$ cat config.mk
export PLATFORM = sky130hd
export DESIGN_NAME = rst_seq_ctrl
export DESIGN_NICKNAME = d
export VERILOG_FILES = /design/src/rtl/rsc_pkg.sv /design/src/rtl/rsc_regs.sv /design/src/rtl/rsc_line_mon.sv /design/src/rtl/rsc_seq.sv /design/src/rtl/rst_seq_ctrl.sv
export SDC_FILE = /design/constraint.sdc
export NUM_CORES = 1
export LEC_CHECK = 0
export CAP_MARGIN = 5
export CORE_MARGIN = 8
export CORE_UTILIZATION = 60
export DETAILED_ROUTE_END_ITERATION = 6
export DONT_BUFFER_PORTS = 1
export PLACE_DENSITY = 0.76
export SYNTH_ARGS = -nofsm -noshare
export SYNTH_HDL_FRONTEND = slang
export SYNTH_HIERARCHICAL = 1
export SYNTH_SLANG_ARGS = --single-unit
$ cat constraint.sdc
create_clock -name clk -period 4.2 [get_ports clk]
set_input_delay 0.84 -clock clk [delete_from_list [all_inputs] [get_ports clk]]
set_output_delay 0.84 -clock clk [all_outputs]
set_load 0.01 [all_outputs]
$ cat src/rtl/rsc_pkg.sv
// Shared types and constants of the reset sequencing controller.
// Assumes a single slow clock domain for all users of the package.
package rsc_pkg;
    typedef enum logic [2:0] {
        RT_POWERUP  = 3'd0,
        RT_WATCHDOG = 3'd2,
        RT_SOFTWARE = 3'd3,
        RT_USER     = 3'd4
    } rst_type_e;

    typedef struct packed {
        logic ext;
        logic periph;
        logic proc;
    } rst_sel_t;

    localparam logic [7:0] CTRL_KEY  = 8'hA5;
    localparam logic [1:0] ADDR_CTRL = 2'd0;
    localparam logic [1:0] ADDR_MODE = 2'd1;
    localparam logic [1:0] ADDR_STAT = 2'd2;
endpackage

$ cat src/rtl/rsc_regs.sv
// Register front end: holds the mode word, decodes keyed control writes
// into a software request, and muxes read data. Assumes DW >= 16.
module rsc_regs
    import rsc_pkg::*;
#(
    parameter int DW    = 32,
    parameter int LEN_W = 4
) (
    input  logic             clk,
    input  logic             rst_n,
    input  logic             wr_en,
    input  logic [1:0]       wr_addr,
    input  logic [DW-1:0]    wr_data,
    input  logic [1:0]       rd_addr,
    input  logic             busy,
    input  rst_type_e        rst_type,
    output logic [DW-1:0]    rd_data,
    output logic [LEN_W-1:0] ext_len,
    output logic             sw_req,
    output rst_sel_t         sw_sel
);
    logic [DW-1:0] mode_q;

    // Mode register: written without key, reset to shortest pulse.
    always_ff @(posedge clk) begin
        if (!rst_n) begin
            mode_q <= '0;
        end else if (wr_en && wr_addr == ADDR_MODE) begin
            mode_q <= wr_data;
        end
    end

    assign ext_len = mode_q[LEN_W-1:0];

    // Control decode: a request needs the key and at least one select bit.
    always_comb begin
        sw_sel = rst_sel_t'(wr_data[2:0]);
        sw_req = wr_en && (wr_addr == ADDR_CTRL)
                 && (wr_data[DW-1 -: 8] == CTRL_KEY)
                 && (wr_data[2:0] != 3'b000);
    end

    // Read mux: control reads as zero, status packs busy and type.
    always_comb begin
        rd_data = '0;
        case (rd_addr)
            ADDR_MODE: rd_data = mode_q;
            ADDR_STAT: begin
                rd_data[0]    = busy;
                rd_data[10:8] = rst_type;
            end
            default:   rd_data = '0;
        endcase
    end
endmodule

$ cat src/rtl/rsc_line_mon.sv
// External pin monitor: synchronizes the pin and raises a user request
// when it is low while not driven by this block, blanked for SYNC_STAGES+1
// cycles after the block's own pulse so its tail is not mistaken.
module rsc_line_mon #(
    parameter int SYNC_STAGES = 2
) (
    input  logic clk,
    input  logic rst_n,
    input  logic line_i,
    input  logic drive_active,
    output logic line_low,
    output logic user_req
);
    localparam int BW = $clog2(SYNC_STAGES + 2);
    localparam logic [BW-1:0] BLANK_LOAD = BW'(SYNC_STAGES + 1);

    logic [SYNC_STAGES-1:0] sync_q;
    logic [BW-1:0]          blank_q;

    generate
        if (SYNC_STAGES == 1) begin : g_sync1
            // Single-stage capture of the pin.
            always_ff @(posedge clk) begin
                if (!rst_n) sync_q <= '1;
                else        sync_q <= line_i;
            end
        end else begin : g_syncn
            // Multi-stage shift synchronizer for the pin.
            always_ff @(posedge clk) begin
                if (!rst_n) sync_q <= '1;
                else        sync_q <= {sync_q[SYNC_STAGES-2:0], line_i};
            end
        end
    endgenerate

    // Blanking window: reloaded while driving, counts down afterwards.
    always_ff @(posedge clk) begin
        if (!rst_n)                blank_q <= '0;
        else if (drive_active)     blank_q <= BLANK_LOAD;
        else if (blank_q != '0)    blank_q <= blank_q - 1'b1;
    end

    assign line_low = !sync_q[SYNC_STAGES-1];
    assign user_req = line_low && !drive_active && (blank_q == '0);
endmodule

$ cat src/rtl/rsc_seq.sv
// Sequencer: arbitrates requests (watchdog, software, user), latches the
// cause, and times the internal hold and the external pulse with two
// down-counters. Requests are taken only when both counters are idle.
module rsc_seq
    import rsc_pkg::*;
#(
    parameter int HOLD  = 3,
    parameter int LEN_W = 4
) (
    input  logic             clk,
    input  logic             rst_n,
    input  logic             wd_fault,
    input  logic             wd_en,
    input  logic             wd_proc_only,
    input  logic             sw_req,
    input  rst_sel_t         sw_sel,
    input  logic             user_req,
    input  logic             line_low,
    input  logic [LEN_W-1:0] ext_len,
    output logic             proc_rst_n,
    output logic             periph_rst_n,
    output logic             ext_drive_n,
    output logic             drive_active,
    output logic             busy,
    output rst_type_e        rst_type
);
    localparam int HW    = $clog2(HOLD + 1);
    localparam int CNT_W = (1 << LEN_W) + 1;
    localparam logic [HW-1:0] HOLD_LOAD = HW'(HOLD);

    logic [HW-1:0]    hold_q;
    logic [CNT_W-1:0] ext_q;
    rst_sel_t         sel_q;
    rst_type_e        type_q;
    logic             active, wd_go, sw_go, usr_go;
    logic [LEN_W:0]   shamt;
    logic [CNT_W-1:0] ext_load;

    // Arbitration: watchdog over software over user, all need idle.
    always_comb begin
        active   = (hold_q != '0) || (ext_q != '0);
        wd_go    = wd_fault && wd_en && !active;
        sw_go    = sw_req && !active && !wd_go;
        usr_go   = user_req && !active && !wd_go && !sw_req;
        shamt    = {1'b0, ext_len} + (LEN_W+1)'(1);
        ext_load = CNT_W'(1) << shamt;
    end

    // Sequence registers: load on a granted request, else count down.
    always_ff @(posedge clk) begin
        if (!rst_n) begin
            hold_q <= HOLD_LOAD;
            ext_q  <= '0;
            sel_q  <= '{ext: 1'b0, periph: 1'b1, proc: 1'b1};
            type_q <= RT_POWERUP;
        end else if (wd_go) begin
            hold_q <= HOLD_LOAD;
            ext_q  <= wd_proc_only ? '0 : ext_load;
            sel_q  <= '{ext: !wd_proc_only, periph: !wd_proc_only, proc: 1'b1};
            type_q <= RT_WATCHDOG;
        end else if (sw_go) begin
            hold_q <= (sw_sel.proc || sw_sel.periph) ? HOLD_LOAD : '0;
            ext_q  <= sw_sel.ext ? ext_load : '0;
            sel_q  <= sw_sel;
            type_q <= RT_SOFTWARE;
        end else if (usr_go) begin
            hold_q <= HOLD_LOAD;
            ext_q  <= '0;
            sel_q  <= '{ext: 1'b0, periph: 1'b1, proc: 1'b1};
            type_q <= RT_USER;
        end else begin
            if (type_q == RT_USER && line_low && hold_q != '0)
                hold_q <= HOLD_LOAD;
            else if (hold_q != '0)
                hold_q <= hold_q - 1'b1;
            if (ext_q != '0)
                ext_q <= ext_q - 1'b1;
        end
    end

    assign proc_rst_n   = !((hold_q != '0) && sel_q.proc);
    assign periph_rst_n = !((hold_q != '0) && sel_q.periph);
    assign drive_active = (ext_q != '0);
    assign ext_drive_n  = !drive_active;
    assign busy         = active && (type_q == RT_SOFTWARE);
    assign rst_type     = type_q;
endmodule

$ cat src/rtl/rst_seq_ctrl.sv
// Top of the reset sequencing controller: wires register front end,
// pin monitor and sequencer. Assumes all inputs are in the slow domain
// except ext_line_i, which is synchronized inside.
module rst_seq_ctrl
    import rsc_pkg::*;
#(
    parameter int DW          = 32,
    parameter int LEN_W       = 4,
    parameter int HOLD        = 3,
    parameter int SYNC_STAGES = 2
) (
    input  logic          clk,
    input  logic          rst_n,
    input  logic          wd_fault_i,
    input  logic          wd_rst_en_i,
    input  logic          wd_proc_only_i,
    input  logic          wr_en_i,
    input  logic [1:0]    wr_addr_i,
    input  logic [DW-1:0] wr_data_i,
    input  logic [1:0]    rd_addr_i,
    output logic [DW-1:0] rd_data_o,
    input  logic          ext_line_i,
    output logic          proc_rst_n_o,
    output logic          periph_rst_n_o,
    output logic          ext_drive_n_o
);
    logic             busy;
    rst_type_e        rst_type;
    logic [LEN_W-1:0] ext_len;
    logic             sw_req;
    rst_sel_t         sw_sel;
    logic             line_low, user_req, drive_active;

    rsc_regs #(.DW(DW), .LEN_W(LEN_W)) u_regs (
        .clk      (clk),
        .rst_n    (rst_n),
        .wr_en    (wr_en_i),
        .wr_addr  (wr_addr_i),
        .wr_data  (wr_data_i),
        .rd_addr  (rd_addr_i),
        .busy     (busy),
        .rst_type (rst_type),
        .rd_data  (rd_data_o),
        .ext_len  (ext_len),
        .sw_req   (sw_req),
        .sw_sel   (sw_sel)
    );

    rsc_line_mon #(.SYNC_STAGES(SYNC_STAGES)) u_line (
        .clk          (clk),
        .rst_n        (rst_n),
        .line_i       (ext_line_i),
        .drive_active (drive_active),
        .line_low     (line_low),
        .user_req     (user_req)
    );

    rsc_seq #(.HOLD(HOLD), .LEN_W(LEN_W)) u_seq (
        .clk          (clk),
        .rst_n        (rst_n),
        .wd_fault     (wd_fault_i),
        .wd_en        (wd_rst_en_i),
        .wd_proc_only (wd_proc_only_i),
        .sw_req       (sw_req),
        .sw_sel       (sw_sel),
        .user_req     (user_req),
        .line_low     (line_low),
        .ext_len      (ext_len),
        .proc_rst_n   (proc_rst_n_o),
        .periph_rst_n (periph_rst_n_o),
        .ext_drive_n  (ext_drive_n_o),
        .drive_active (drive_active),
        .busy         (busy),
        .rst_type     (rst_type)
    );
endmodule

======== Yosys cells after proc, flatten, opt, wreduce, memory -nomap -nowiden ========
Index checks and enable logic that the tools add are counted.
storage, ports and cells
  input bits .............................. 43
  flip-flop bits (word level) ............. 60
  output and inout port bits .............. 35
  logic and storage cells ................. 86
cells by class
  equal/unequal tests ..................... 6
  reductions and logical operators ........ 41
  bitwise gates (word level) .............. 1
  shifts and indexed selects .............. 1
  add/subtract/negate cells ............... 4
  muxes and demuxes ....................... 23
operator list
  cell                                                  count
  2-to-1 mux 17 bit                                     6
  2-to-1 mux 2 bit                                      13
  2-to-1 mux 21 bit                                     1
  logical AND 1 bit                                     18
  nonzero test 17 bit                                   1
  << shifter 1 x 5 -> 17 bit (first input constant)     1
  subtractor 17 x 1 -> 17 bit (second input constant)   1
  equality test 8 bit (second input constant)           1
  logical NOT 1 bit                                     8
  nonzero test 2 bit                                    4
  nonzero test 4 bit                                    2
  2-to-1 mux 7 bit                                      1
  case mux 3 bit (2 select lines)                       1
  nonzero test 3 bit                                    2
  adder 4 x 1 -> 5 bit (second input constant)          1
  equality test 2 x 1 -> 1 bit (second input constant)  2
  logical NOT 2 bit                                     2
  subtractor 2 x 1 -> 2 bit (second input constant)     2
  equality test 3 x 2 -> 1 bit (second input constant)  1
  equality test 3 bit (second input constant)           1
  OR reduction 3 bit                                    1
  equality test 2 bit (second input constant)           1
  logical OR 1 bit                                      2
  case mux 1 bit (2 select lines)                       1
  2 further kinds                                       2

======== Longest topological paths before layout ========
  word-level depth ........................ 10
  depth in mapped cells ................... 12
  mapped depth without buffers ............ 12

======== Hierarchy ========
The synthesis kept the hierarchy.
modules (own cells, without submodules)
  module        sequential area each (µm²)  cells an instance  instances  area each (µm²)
  rsc_regs      640.6                       195                1          1621.6
  rsc_seq       480.5                       196                1          1547.7
  rsc_line_mon  80.1                        15                 1          162.7

======== Worst setup path after synthesis ========
Ideal clock, no wire load.
  kind .................................... in2reg
  start ................................... in wr_data_i[28]
  end ..................................... reg u_seq.ext_q[1]
  path slack .............................. 0.700 ns
  setup time .............................. 0.083 ns
  stages on the path ...................... 7
  data required time ...................... 4.117 ns
  arrival time ............................ 3.417 ns
  buffers on the path ..................... 0
  path through ............................ or4b_1 nor4_1 nor2_1 a21boi_0 o31ai_1 or4_4 o31ai_4
between the ends
  cells in the longest elaborated chain, start to end .. 8
  elaborated cells on any way between the ends .. 11
  classes of those cells .................. eq/ne: 1; mux: 3; reduce/logical: 7
ends and longest elaborated chain
  element                RTL line            text
  start, declared        rst_seq_ctrl.sv:19  input logic [DW-1:0] wr_data_i,
  equality test 8 bit *  rsc_regs.sv:39      && (wr_data[DW-1 -: 8] == CTRL_KEY)
  logical AND 1 bit *    rsc_regs.sv:39
  logical AND 1 bit *    rsc_regs.sv:40      && (wr_data[2:0] != 3'b000);
  named net sw_req       rst_seq_ctrl.sv:30  logic sw_req;
  logical NOT 1 bit      rsc_seq.sv:44       usr_go = user_req && !active && !wd_go && !sw_req;
  logical AND 1 bit      rsc_seq.sv:44
  2-to-1 mux 17 bit      rsc_seq.sv:66       end else if (usr_go) begin
  2-to-1 mux 17 bit      rsc_seq.sv:61       end else if (sw_go) begin
  2-to-1 mux 17 bit      rsc_seq.sv:56       end else if (wd_go) begin
  end signal, assigned   rsc_seq.sv:58       ext_q <= wd_proc_only ? '0 : ext_load;
  end signal, assigned   rsc_seq.sv:63       ext_q <= sw_sel.ext ? ext_load : '0;
  end signal, assigned   rsc_seq.sv:77       ext_q <= ext_q - 1'b1;
  end, declared          rsc_seq.sv:32       logic [CNT_W-1:0] ext_q;
The timed path passes the listed nets; every way through them passes the cells marked *.
A chain may end at the register's enable or synchronous reset.

======== Worst setup path in the final report ========
  start ................................... reg u_seq.ext_q[1]
  end ..................................... out rd_data_o[0]
between the ends
  cells in the longest elaborated chain, start to end .. 4
ends and longest elaborated chain
  element                          RTL line            text
  nonzero test 17 bit              rsc_seq.sv:41       active = (hold_q != '0) || (ext_q != '0);
  logical OR 1 bit                 rsc_seq.sv:41
  logical AND 1 bit                rsc_seq.sv:85       assign busy = active && (type_q == RT_SOFTWARE);
  named net busy                   rst_seq_ctrl.sv:27  logic busy;
  case mux 1 bit (2 select lines)  rsc_regs.sv:46      case (rd_addr)
  end, declared                    rst_seq_ctrl.sv:21  output logic [DW-1:0] rd_data_o,
The timed path passes the listed nets, and every way through them passes these cells.

==> results_dict.tcl <==
set metrics [dict create \
    status "completed" \
    yosysWarnings 6 \
    first_pass_iters 5 \
    worst_slew_pin_slew_ns 0.952 \
    gp_congestion 0.880 \
    slew_headroom_pct 36.5 \
    synth_top_family_by_area "simple AND/OR/NAND/NOR gates" \
    coreArea_um2 5440 \
    use_met2_pct 29.8 \
    synth.area.mux_share_pct 10.3 \
    synth_fa_ha_area_share_pct 2.63 \
    synthMostInstantiatedCell "nand2_1" \
    slew_violations 0 \
    dp_cells 453 \
    setup_ws_ns 0.523 \
    cp.arrival_ns 2.84 \
    fill_cells 471 \
    hp-class "reg2reg" \
    cts_setup_buffers 0 \
    critical_path_class "reg2out" \
    grt_max_degree 80 \
    ctsHoldBuffers 0 \
    fp.dieW_um 90.5 \
    fin_crit_sh_pct 87.6 \
    cts_buffers 9 \
    syn_area_per_cell_um2 8.21 \
    routed_wl_mm 7.68 \
    drtAntennaViolNets 0 \
    viasPerCell 5.82 \
    synthDistinctLibCells 47 \
    grt_pass1_vias 2622 \
    yosys.area_share.simple_pct 30.6 \
    synth-main-ff-cell "dfxtp_1" \
    hpwl_mm 5.62 \
    pre_cts_ws_ns 0.564 \
    antenna_cells 0 \
    layout.cells.non_filler 469 \
    async_flop_share_pct 0 \
    cp.required_ns 3.36 \
    finalHoldViolCount 0 \
    antenna_found_initial 0 \
    num-nets-final 442 \
    drc 0 \
    die_area_um2 8190 \
    top_usage_layer "met2" \
    synth_nets 456 \
    cp_max_fo 9 \
    syn2layout_area_growth_pct 5.11 \
    yosysSeqAreaShare_pct 36.0 \
    fin_worst_skew_ns 0.00933 \
    globalRouteOverflowTotal 0 \
    io_buffers 0 \
    root_buffer "clkbuf_8" \
    final_area_um2 3500 \
    h-tree-depth 3 \
    io_pins 78 \
    setup_viol 0 \
    end_kind "primary output" \
    max_freq_mhz 272 \
    clk_latency_ns 0.33 \
    synth.area.top_cells "dfxtp_1 (36%), mux2i_1 (9.9%), nand2_1 (9.1%)" \
    synth_top_area_share_pct 36.0 \
    synth_top_area_cell "dfxtp_1" \
    synthCells 406 \
    post_cts_resized 0 \
    rows 27 \
    clockBufferDepth 2 \
    synth_edf_count 0 \
    synth_compound_area_share_pct 11.2 \
    cts_tree "built" \
    yosys-top-cells-count "nand2_1 (81), dfxtp_1 (60), mux2i_1 (33), and2_1 (30), nor2_1 (17)" \
    fin_setup_tns_ns 0 \
    dieHeight_um 90.5 \
    syn_area_um2 3330 \
    initial_core_util_pct 61.3 \
    grt_usage_pct 18.4 \
    layout_min_cycle_time_ns 3.68 \
    p_leak_nw 1.36 \
    use_met1_pct 20.9 \
    clk_pin_slew_ns 0.07 \
    cap_violations 0 \
    drive_gt1_share_pct 8.31 \
    use_met3_pct 7.32 \
    cts_num_sinks 60 \
    dpl_cell_area_um2 3300 \
    synth_xor_area_share_pct 3.42 \
    wl_per_cell_um 16.4 \
    drt-initial-drc-count 201 \
    vias 2728 \
    grt_pass1_wl_mm 12.5 \
    critPathLaunchType "flip-flop" \
    vdd_drop_max_mv 0.283 \
    holdWs_ns 0.423 \
    synth_seq_cells 60 \
    power_density_nw_per_um2 552 \
    rsz0062_at_grt "false" \
]
==> through the flow <==
step	utilization, %	power (mW)
final	64.4	1.93
after global routing	64.4	2.06
after CTS	64.4	1.94
after detailed placement	60.7	1.41
after global placement	60.7	1.39
after floorplan	-	1.29
==> metal layers <==
metal,routed length (µm),up-vias
li1,-,1363
met1,3150,1276
met2,3770,85
met3,705,4
met4,54,0
met5,0,-
==> path summary, 6_finish.rpt <==
path	from	endpoint	slack, ns	cells past startpoint
max	u_seq/ext_q[1]	rd_data_o[0]	0.52	8
min reg2reg	u_line/sync_q[0]	u_line/sync_q[1]	0.42	1
max reg2reg	u_seq/ext_q[4]	u_seq/ext_q[1]	0.59	11
min	u_line/sync_q[0]	u_line/sync_q[1]	0.42	1
==> placed cells by master (no fill, tap or decap), drive strengths merged, types with 4 or more instances in the layout <==
cell | netlist | routed
a21boi | 7 | 7
a21oi | 11 | 11
a22oi | 5 | 5
and2 | 30 | 30
buf | 16 | 4
clkbuf | 13 | 12
dfxtp | 60 | 60
ha | 7 | 7
inv | 11 | 11
mux2i | 33 | 33
nand2 | 81 | 81
nand2b | 7 | 7
nand3 | 7 | 7
nand4b | 4 | 4
nor2 | 17 | 17
nor3 | 7 | 7
nor4 | 12 | 12
o21ai | 19 | 19
o31ai | 4 | 4
or3b | 4 | 4
or4 | 5 | 5
xor2 | 11 | 11
==> cells by family (layout without fill, tap and decap cells) <==
family,after synthesis,count (layout)
AND/OR/NAND/NOR,195,195
flip-flops,60,60
AO/OA/AOI/OAI,57,57
buffers and inverters,40,31
multiplexers,34,34
XOR/XNOR,13,13
adder cells (fa/ha/maj),7,7
==> registers in the layout, summed over array words and instances (netlist names) <==
| signal | count |
|---|---|
| u_seq/rst_type | 3 |
| u_seq/hold_q | 2 |
| u_line/sync_q | 2 |
| u_seq/sel_q | 2 |
| u_seq/ext_q | 17 |
| u_regs/mode_q | 32 |
| u_line/blank_q | 2 |
==> worst max-delay path: stages (launching register included) <==
cell     delay, ns
dfxtp_1       0.33
inv_1         0.11
ha_1          0.17
or4b_1        0.45
or4_1         0.57
nor2_1        0.51
nor3_1        0.10
a22oi_1       0.16
nor2_1        0.11
==> final cells by class <==
type,count,area [µm²],area share (%)
clock buffers,12,155,4.43
clock inverters,4,47.5,1.36
inverters,11,41.3,1.18
multi-input cells,306,1940,55.3
flip-flops and latches,60,1200,34.3
well taps,72,90.1,2.57
repair buffers,4,30.0,0.857
==> power by group <==
part	internal, mW	total [mW]	leakage (nW)	switching [mW]
Clock	0.305	0.523	0.102	0.219
Combinational	0.287	0.663	0.768	0.376
Sequential	0.656	0.747	0.490	0.0908
No activity file was read; power rests on OpenSTA's default activity.
